### src/rtl/swpg_pkg.sv
package swpg_pkg;
  typedef struct packed {
    logic [7:0] layers;
    logic [3:0] chains;
    logic [3:0] devs;
    logic [3:0] delay;
    logic [3:0] cells;
  } swpg_cfg_t;

  typedef enum logic [1:0] {
    S_IDLE = 2'd0,
    S_SEND = 2'd1,
    S_GAP  = 2'd2
  } swpg_state_e;
endpackage

### src/rtl/swpg_cfg_regs.sv
module swpg_cfg_regs
  import swpg_pkg::*;
(
  input  logic      clk_i,
  input  logic      rst_ni,
  input  logic      up_i,
  input  logic      down_i,
  input  logic      left_i,
  input  logic      right_i,
  input  logic [7:0] sw_i,
  output swpg_cfg_t cfg_o,
  output logic      start_o,
  output logic      stop_o
);
  swpg_cfg_t cfg_q;
  logic      start_q, stop_q;

  always_ff @(posedge clk_i or negedge rst_ni) begin
    if (!rst_ni) begin
      cfg_q   <= '0;
      start_q <= 1'b0;
      stop_q  <= 1'b0;
    end else begin
      if (up_i)    cfg_q.layers <= sw_i;
      if (left_i)  {cfg_q.chains, cfg_q.devs} <= sw_i;
      if (right_i) {cfg_q.delay, cfg_q.cells} <= sw_i;
      // start is delayed one cycle so the sequencer sees the freshly latched value
      start_q <= up_i & ~down_i;
      stop_q  <= down_i;
    end
  end

  assign cfg_o   = cfg_q;
  assign start_o = start_q;
  assign stop_o  = stop_q;
endmodule

### src/rtl/swpg_seq.sv
module swpg_seq
  import swpg_pkg::*;
#(
  parameter int WORDS_PER_CELL = 2,
  parameter int GAP_UNIT       = 256,
  parameter int LEN_W          = 9
) (
  input  logic             clk_i,
  input  logic             rst_ni,
  input  swpg_cfg_t        cfg_i,
  input  logic             start_i,
  input  logic             stop_i,
  input  logic             pkt_done_i,
  output logic             load_o,
  output logic [LEN_W-1:0] words_o,
  output logic [7:0]       layer_o,
  output logic [3:0]       chain_o,
  output logic             gen_on_o
);
  localparam int GAP_W = $clog2(16 * GAP_UNIT);

  swpg_state_e      state_q;
  swpg_cfg_t        snap_q;
  logic [7:0]       layer_q, nxt_layer;
  logic [3:0]       chain_q, nxt_chain;
  logic [GAP_W-1:0] gap_q;
  logic [LEN_W-1:0] words_q, words_c;
  logic             stop_pend_q, halt, last_pkt, zero_cfg, chain_wrap;

  assign words_c  = LEN_W'(cfg_i.devs) * LEN_W'(cfg_i.cells) * LEN_W'(WORDS_PER_CELL);
  assign zero_cfg = (cfg_i.layers == 8'd0) | (cfg_i.chains == 4'd0) |
                    (cfg_i.devs == 4'd0) | (cfg_i.cells == 4'd0);
  assign halt       = stop_pend_q | stop_i;
  assign chain_wrap = (chain_q == snap_q.chains - 4'd1);
  assign last_pkt   = chain_wrap & (layer_q == snap_q.layers - 8'd1);
  assign nxt_chain  = chain_wrap ? 4'd0 : chain_q + 4'd1;
  assign nxt_layer  = chain_wrap ? layer_q + 8'd1 : layer_q;

  always_comb begin
    load_o  = 1'b0;
    words_o = words_q;
    layer_o = layer_q;
    chain_o = chain_q;
    unique case (state_q)
      S_IDLE: begin
        load_o  = start_i & ~zero_cfg;
        words_o = words_c;
        layer_o = 8'd0;
        chain_o = 4'd0;
      end
      S_SEND: begin
        load_o  = pkt_done_i & ~halt & ~last_pkt & (snap_q.delay == 4'd0);
        layer_o = nxt_layer;
        chain_o = nxt_chain;
      end
      S_GAP:   load_o = (gap_q == '0) & ~halt;
      default: load_o = 1'b0;
    endcase
  end

  always_ff @(posedge clk_i or negedge rst_ni) begin
    if (!rst_ni) begin
      state_q     <= S_IDLE;
      snap_q      <= '0;
      layer_q     <= '0;
      chain_q     <= '0;
      gap_q       <= '0;
      words_q     <= '0;
      stop_pend_q <= 1'b0;
    end else begin
      unique case (state_q)
        S_IDLE: begin
          stop_pend_q <= 1'b0;
          if (start_i && !zero_cfg) begin
            snap_q  <= cfg_i;
            words_q <= words_c;
            layer_q <= 8'd0;
            chain_q <= 4'd0;
            state_q <= S_SEND;
          end
        end
        S_SEND: begin
          if (stop_i) stop_pend_q <= 1'b1;
          if (pkt_done_i) begin
            if (halt || last_pkt) begin
              state_q <= S_IDLE;
            end else begin
              layer_q <= nxt_layer;
              chain_q <= nxt_chain;
              if (snap_q.delay != 4'd0) begin
                gap_q   <= GAP_W'(snap_q.delay) * GAP_W'(GAP_UNIT) - GAP_W'(1);
                state_q <= S_GAP;
              end
            end
          end
        end
        S_GAP: begin
          if (halt)               state_q <= S_IDLE;
          else if (gap_q == '0)   state_q <= S_SEND;
          else                    gap_q   <= gap_q - GAP_W'(1);
        end
        default: state_q <= S_IDLE;
      endcase
    end
  end

  assign gen_on_o = (state_q != S_IDLE);
endmodule

### src/rtl/swpg_frag.sv
module swpg_frag #(
  parameter int WORD_W     = 32,
  parameter int LEN_W      = 9,
  parameter int FRAG_WORDS = 25
) (
  input  logic              clk_i,
  input  logic              rst_ni,
  input  logic              load_i,
  input  logic [LEN_W-1:0]  words_i,
  input  logic [7:0]        layer_i,
  input  logic [3:0]        chain_i,
  input  logic              ready_i,
  output logic              valid_o,
  output logic [WORD_W-1:0] data_o,
  output logic              pkt_start_o,
  output logic              frag_start_o,
  output logic              frag_end_o,
  output logic              pkt_end_o,
  output logic              done_o
);
  localparam int IDX_W = WORD_W - 12;
  localparam int FP_W  = $clog2(FRAG_WORDS);

  logic             active_q;
  logic [LEN_W-1:0] idx_q, len_q;
  logic [FP_W-1:0]  fpos_q;
  logic [7:0]       layer_q;
  logic [3:0]       chain_q;
  logic             last_word, frag_tail, hs;

  assign last_word = (idx_q == len_q - LEN_W'(1));
  assign frag_tail = (fpos_q == FP_W'(FRAG_WORDS - 1));
  assign hs        = active_q & ready_i;

  always_ff @(posedge clk_i or negedge rst_ni) begin
    if (!rst_ni) begin
      active_q <= 1'b0;
      idx_q    <= '0;
      len_q    <= '0;
      fpos_q   <= '0;
      layer_q  <= '0;
      chain_q  <= '0;
    end else if (load_i) begin
      // load wins over completion so back-to-back packets leave no bubble
      active_q <= 1'b1;
      idx_q    <= '0;
      fpos_q   <= '0;
      len_q    <= words_i;
      layer_q  <= layer_i;
      chain_q  <= chain_i;
    end else if (hs) begin
      if (last_word) active_q <= 1'b0;
      idx_q  <= idx_q + LEN_W'(1);
      fpos_q <= (frag_tail || last_word) ? '0 : fpos_q + FP_W'(1);
    end
  end

  assign valid_o      = active_q;
  assign data_o       = {layer_q, chain_q, IDX_W'(idx_q)};
  assign pkt_start_o  = (idx_q == '0);
  assign frag_start_o = (fpos_q == '0);
  assign frag_end_o   = frag_tail | last_word;
  assign pkt_end_o    = last_word;
  assign done_o       = hs & last_word;
endmodule

### src/rtl/sw_pkt_gen.sv
module sw_pkt_gen
  import swpg_pkg::*;
#(
  parameter int WORD_W         = 32,
  parameter int WORDS_PER_CELL = 2,
  parameter int FRAG_WORDS     = 25,
  parameter int GAP_UNIT       = 256
) (
  input  logic              clk_i,
  input  logic              rst_ni,
  input  logic              btn_up_i,
  input  logic              btn_down_i,
  input  logic              btn_left_i,
  input  logic              btn_right_i,
  input  logic [7:0]        sw_i,
  input  logic              frag_ready_i,
  output logic              frag_valid_o,
  output logic [WORD_W-1:0] frag_data_o,
  output logic              pkt_start_o,
  output logic              frag_start_o,
  output logic              frag_end_o,
  output logic              pkt_end_o,
  output logic              gen_on_o
);
  localparam int LEN_W = $clog2(15 * 15 * WORDS_PER_CELL + 1);

  swpg_cfg_t        cfg;
  logic             start, stop, load, done;
  logic [LEN_W-1:0] words;
  logic [7:0]       layer;
  logic [3:0]       chain;

  swpg_cfg_regs u_cfg (
    .clk_i, .rst_ni,
    .up_i(btn_up_i), .down_i(btn_down_i), .left_i(btn_left_i), .right_i(btn_right_i),
    .sw_i, .cfg_o(cfg), .start_o(start), .stop_o(stop)
  );

  swpg_seq #(.WORDS_PER_CELL(WORDS_PER_CELL), .GAP_UNIT(GAP_UNIT), .LEN_W(LEN_W)) u_seq (
    .clk_i, .rst_ni, .cfg_i(cfg), .start_i(start), .stop_i(stop), .pkt_done_i(done),
    .load_o(load), .words_o(words), .layer_o(layer), .chain_o(chain), .gen_on_o
  );

  swpg_frag #(.WORD_W(WORD_W), .LEN_W(LEN_W), .FRAG_WORDS(FRAG_WORDS)) u_frag (
    .clk_i, .rst_ni, .load_i(load), .words_i(words), .layer_i(layer), .chain_i(chain),
    .ready_i(frag_ready_i), .valid_o(frag_valid_o), .data_o(frag_data_o),
    .pkt_start_o, .frag_start_o, .frag_end_o, .pkt_end_o, .done_o(done)
  );
endmodule

### config.mk
export PLATFORM = sky130hd
export DESIGN_NAME = sw_pkt_gen
export DESIGN_NICKNAME = d
export VERILOG_FILES = /design/src/rtl/swpg_pkg.sv /design/src/rtl/swpg_cfg_regs.sv /design/src/rtl/swpg_seq.sv /design/src/rtl/swpg_frag.sv /design/src/rtl/sw_pkt_gen.sv
export SDC_FILE = /design/constraint.sdc
export NUM_CORES = 1
export LEC_CHECK = 0
export BUFFER_PORTS_ARGS = -buffer_cell sky130_fd_sc_hd__buf_2
export CAP_MARGIN = 30
export CELL_PAD_IN_SITES_DETAIL_PLACEMENT = 1
export CELL_PAD_IN_SITES_GLOBAL_PLACEMENT = 2
export CORE_MARGIN = 4
export CORE_UTILIZATION = 36
export DETAILED_ROUTE_END_ITERATION = 16
export PLACE_DENSITY_LB_ADDON = 0.1
export SETUP_SLACK_MARGIN = 0.2
export SLEW_MARGIN = 20
export SYNTH_ARGS = -nofsm -noshare
export SYNTH_HDL_FRONTEND = slang
export SYNTH_SLANG_ARGS = --single-unit
### constraint.sdc
create_clock -name clk_i -period 3.35 [get_ports clk_i]
set_clock_uncertainty 0.15 [all_clocks]
set_input_delay 0.8375 -clock clk_i [delete_from_list [all_inputs] [get_ports clk_i]]
set_output_delay 0.8375 -clock clk_i [all_outputs]
set_load 0.005 [all_outputs]
# After elaboration in Yosys (flattened, before gate mapping)
# Index checks and enable logic that the tools add are counted.
classes:
  add_sub_neg: 9
  mul: 1
  n_eq_ne: 15
  mux: 37
  bitwise: 18
  n_reduce_logical: 25
ops:
  columns: ["operator", "n"]
  rows:
  - ["2-to-1 mux 12 bit", 5]
  - ["2-to-1 mux 8 bit", 4]
  - ["one-hot mux 8 bit (2 select lines)", 2]
  - ["2-to-1 mux 9 bit", 3]
  - ["one-hot mux 12 bit (2 select lines)", 1]
  - ["subtractor 12 x 1 -> 12 bit (second input constant)", 2]
  - ["zero test 4 bit", 4]
  - ["2-to-1 mux 4 bit", 4]
  - ["one-hot mux 4 bit (2 select lines)", 2]
  - ["2-to-1 mux 5 bit", 3]
  - ["zero test 12 bit", 1]
  - ["2-to-1 mux 2 bit", 6]
  - ["nonzero test 2 bit", 5]
  - ["adder 9 x 1 -> 9 bit (second input constant)", 1]
  - ["AND 1 bit", 9]
  - ["== test 9 bit", 1]
  - ["zero test 9 bit", 1]
  - ["subtractor 9 x 1 -> 9 bit (second input constant)", 1]
  - ["adder 8 x 1 -> 8 bit (second input constant)", 1]
  - ["== test 8 bit", 1]
  - ["zero test 8 bit", 1]
  - ["multiplier 4 x 4 -> 8 bit", 1]
  - ["!= test 2 bit (second input constant)", 4]
  - ["AND reduction 4 bit", 2]
  - ["other kinds (24)", 40]
totals:
  reg_bits: 113
  output_inout_bits: 38

# Depth between registers and ports, before layout
logic_depth:
  ltp_word: 9
  mapped_depth: 13

# Modules after synthesis
# A second synthesis with hierarchy kept.
hier_totals:
  hier_cells: 664
  hier_area_um2: 6766.5
by_module_without_submodules:
  columns: ["module", "instances", "cells_per_inst", "area_each_um2", "seq_area_each_um2"]
  rows:
  - ["swpg_seq", 1, 411, 3688.5, 1276.2]
  - ["swpg_frag", 1, 199, 2026.9, 900.9]
  - ["swpg_cfg_regs", 1, 54, 1051.0, 650.6]

# Worst setup path after synthesis
# OpenSTA, ideal clock, no wires.
synth_path:
  path_kind: "reg2reg"
  start: "reg u_cfg.cfg_q (netlist bit u_cfg.cfg_o[8])"
  end: "reg u_frag.len_q[8]"
  setup_ns: 0.125
  arrival_time_ns: 3.017
  slack_ns: 0.058
  stages_incl_launch_ff: 13
  path_buffers: 0
  synth_period_minus_slack_ns: 3.292
  cell_sequence: "dfrtp_1 nand2_1 fa_1 fa_1 inv_1 ha_1 a21o_1 a21oi_1 o21bai_1 a21oi_1 xnor2_1 mux2_2 mux2_4"
synth_between:
  elab_chain_cells: 6
synth_lines:
  columns: ["item", "line", "source"]
  rows:
  - ["start, declared", "swpg_cfg_regs.sv:15", "swpg_cfg_t cfg_q;"]
  - ["branches (longest 6 deep; another with multiplier 4 x 4 -> 8 bit)", null, null]
  - ["end signal, assigned", "swpg_frag.sv:48", "len_q <= words_i;"]
  - ["end, declared", "swpg_frag.sv:25", "logic [LEN_W-1:0] idx_q, len_q;"]
# Several ways; the timed one is not identified.
# A chain may end at the register's enable or synchronous reset.

# Final worst setup path
layout_path:
  start: "reg u_frag.len_q[6]"
  end: "out frag_end_o"
layout_between:
  elab_chain_cells: 3
layout_lines:
  columns: ["item", "line", "source"]
  rows:
  - ["subtractor 9 x 1 -> 9 bit", "swpg_frag.sv:31", "assign last_word = (idx_q == len_q - LEN_W'(1));"]
  - ["== test 9 bit", "swpg_frag.sv:31", null]
  - ["OR 1 bit", "swpg_frag.sv:62", "assign frag_end_o = frag_tail | last_word;"]
  - ["end, declared", "sw_pkt_gen.sv:21", "output logic frag_end_o,"]
# Every way passes these cells.

==> results by group <==
Outcome
  – Status: finished clean

Drt
  – Total wire length: 16700 microns
  – WL met3: 443 microns
  – Met1 Routed Length: 7870 microns
  – # DRC: 0
  – Drt first-iter violations: 164
  – Highest metal used: met4
  – WL/cell: 18.0 microns
  – Avg Vias per Cell: 5.29
  – Antenna viol nets, final: 0
  – WL met2: 8180 microns
  – Via count: 4910
  – Router iterations before antenna repair: 4

Run
  – Max-Cap Viols: 0

GRT
  – Remaining Overflow, GRT: 0
  – Vias in the first global route: 5211
  – Initial antenna violation count: 0
  – First-pass GRT wire length: 27800 microns
  – Largest net degree at the start of global routing: 44
  – Tot GR Track Use: 17.2%

Clocking
  – CTS max path bufs: 2
  – Hold_buf cts: 0
  – H-tree Lvls: 3
  – CTS tree: built
  – Clk sinks: 112
  – Clock transition at path regs: 0.08 ns
  – CTS buffer count: 9
  – Root cell of the clock tree: clkbuf_16
  – Clock latency on the worst-skew pair: 0.36 ns

Placed design
  – Cell count after placement: 894
  – HPWL after DPL: 12500 microns
  – Input/output buffers: 41
  – DP Area: 7060 sq um
  – Gpl congestion: 0.774

Layout
  – # fillers: 1967
  – Layout Cells excl Fill: 928
  – P&R area growth vs syn: 16.9%
  – Register Area: 2810 sq um
  – Multi-input gate area: 3560 sq um
  – Most frequent cells in the layout: 109 x dfrtp_1, 63 x nand2_1, 59 x mux2_2
  – Antenna cells: 0
  – Final Core Density: 43.6%
  – Commonest non-fill, non-tap cell in the layout: dfrtp_1
  – Nets@finish: 741
  – Fin area: 7640 sq um
  – Fraction of layout cells with a size suffix above 1: 29.4%

Synth
  – Post-synth top flop: dfrtp_1
  – Register area share after synthesis: 42.9%
  – Synth Area in XOR/XNOR: 5.36%
  – Netlist Area Pre-Place: 6530 sq um
  – Area contributors post-synth: dfrtp_1 43%, mux2_2 10%, ha_1 4.6%, nand2_1 3.7%, xnor2_1 3.0%
  – Post-synthesis compound-gate area fraction: 9.83%
  – Synth unique cells: 60
  – Largest area contributor in the netlist: dfrtp_1
  – Synth Area in Simple Gates: 16.8%
  – Ys async rst share: 100%
  – Mux cell area share after synthesis: 14.2%
  – Yosys warning count: 0
  – Area share of fa/ha/maj cells after synthesis: 5.82%
  – Largest family of logic cells by synthesized area: simple AND/OR/NAND/NOR gates
  – Top-area cell type share of the netlist area: 42.9%
  – Syn Area/Cell: 10.4 sq um
  – Synthesized instance count: 630
  – Seq cells post-synth: 112
  – EDFF count, synth: 0

Die
  – Starting Density: 37.2%
  – Die height: 143 microns
  – Die area: 20400 sq um
  – Boundary Pins: 53
  – Core ar.: 17500 sq um
  – Cell row count: 48
  – Die X: 143 microns

STA
  – Max-slew violations: 0
  – Fin. Hold Viols: 0
  – Slew HR: 61.0%
  – Fin crit share: 97.4%
  – RSZ-0062 raised after global routing: true
  – Final-report setup violation count: 0
  – Max Freq: 307 MHz
  – Final min period: 3.26 ns
  – Setup TNS: 0 ns
  – Worst-Margin Slew: 0.580 ns

Setup path
  – WP data required: 2.36 ns
  – Worst Path Max Fanout: 5
  – Kind of critical path: reg2out
  – R2R Setup Slk: 0.17 ns
  – Setup crit start kind: register
  – CP arrival: 2.27 ns
  – Critical Path End Type: primary output

Pwr
  – P per Cell Area: 696 nW/um^2
  – Final Power: 5.32 mW
  – Pleak: 3.39 nW
  – Peak supply drop: 305 uV

Worst hold path
  – Worst hold path type: in2async
repair_timing:
item	CTS	global route
setup buffers	9	8
gates resized for setup	13	25
endpoints found under the hold margin	0	0
setup endpoints to repair	35	47
pin swaps	14	12
cloned	0	1
power breakdown:
group,leakage (nW),total [mW],internal [mW],switching [mW]
logic,1.91,2.18,1.08,1.10
clock network,0.142,1.07,0.540,0.531
registers,1.34,2.06,1.69,0.373
synthesized netlist by cell type, types with 3 or more instances:
master      n
a22o_1      7
nand3_1    17
o22a_1      8
nand2b_1    3
fa_1        4
o211a_1     3
and2_1     13
a31oi_1     5
a21o_1      5
and3_1      5
ha_1       24
clkbuf_1   21
or4_1       7
buf_1       4
or3_1      11
mux2_2     60
nor4b_1     4
or2_2       4
mux2_4     12
xor2_1     18
buf_6       3
nand2_1    65
o31ai_1     4
nor2b_1     7
xnor2_1    22
o311ai_0    3
nor3_1     18
nand4_1     7
buf_4      11
a21oi_1    14
mux2i_1     7
nor2_1     32
inv_1      27
nor4_1     13
o21ai_0    19
dfrtp_1   112
o211ai_1    4
critical path, cell delays in order (launching register included):
cell and delay (ns):
dfrtp_2 0.44, nor4_4 0.35, buf_4 0.17, a21boi_2 0.07
o211a_1 0.24, o2111ai_2 0.23, nor2_4 0.08, or2_4 0.23
buf_6 0.11
kinds of logic after synthesis:
logic type      after synthesis
xor+xnor                     40
simple gates                213
compound gates               89
buf+inv                      68
flops                       112
fa+ha+maj                    28
other cells                   1
mux                          79
layer usage:
layer,vias up,GRT usage (%)
li1,2356,-
met1,2488,23.1
met2,54,29.0
met3,12,2.95
met4,0,4.10
met5,-,0
final cells by class:
class	count	share of cell area [%]
multi-input combinational	460	46.6
clock inverter	5	0.573
inverter	27	1.33
tap	225	3.69
sequential	112	36.7
timing repair buffer	88	7.91
clock buffer	11	3.18
path summary, 6_finish.rpt:
| path | from | cells after the start | end |
|---|---|---|---|
| max in group asynchronous | rst_ni | 2 | u_seq.snap_q[12] |
| worst min register to register | u_seq.words_q[3] | 1 | u_seq.words_q[3] |
| worst max register to register | u_frag.len_q[6] | 10 | u_frag.layer_q[4] |
| worst max-delay path | u_frag.len_q[6] | 8 | frag_end_o |
| worst min-delay path | rst_ni | 1 | u_seq.gap_q[5] |
| min in group clk_i | u_seq.words_q[3] | 1 | u_seq.words_q[3] |
through the flow:
stage	hold slack [ns]	worst slack, ns
floorplan	0.300	0.194
global placement	0.313	0.157
detailed placement	0.338	0.0922
CTS	0.330	0.0419
global route	0.346	-0.0534
finish	0.314	0.0877
sequential cells by signal (all words and copies together) (netlist names), 5 cells and up:
name            count
u_seq.words_q       8
u_seq.snap_q       16
u_seq.gap_q        12
u_seq.layer_q       8
u_frag.idx_q        9
u_cfg.cfg_o        24
u_frag.len_q        8
u_frag.layer_q      8
u_frag.fpos_q       5
No activity file was read; power rests on OpenSTA's default activity.
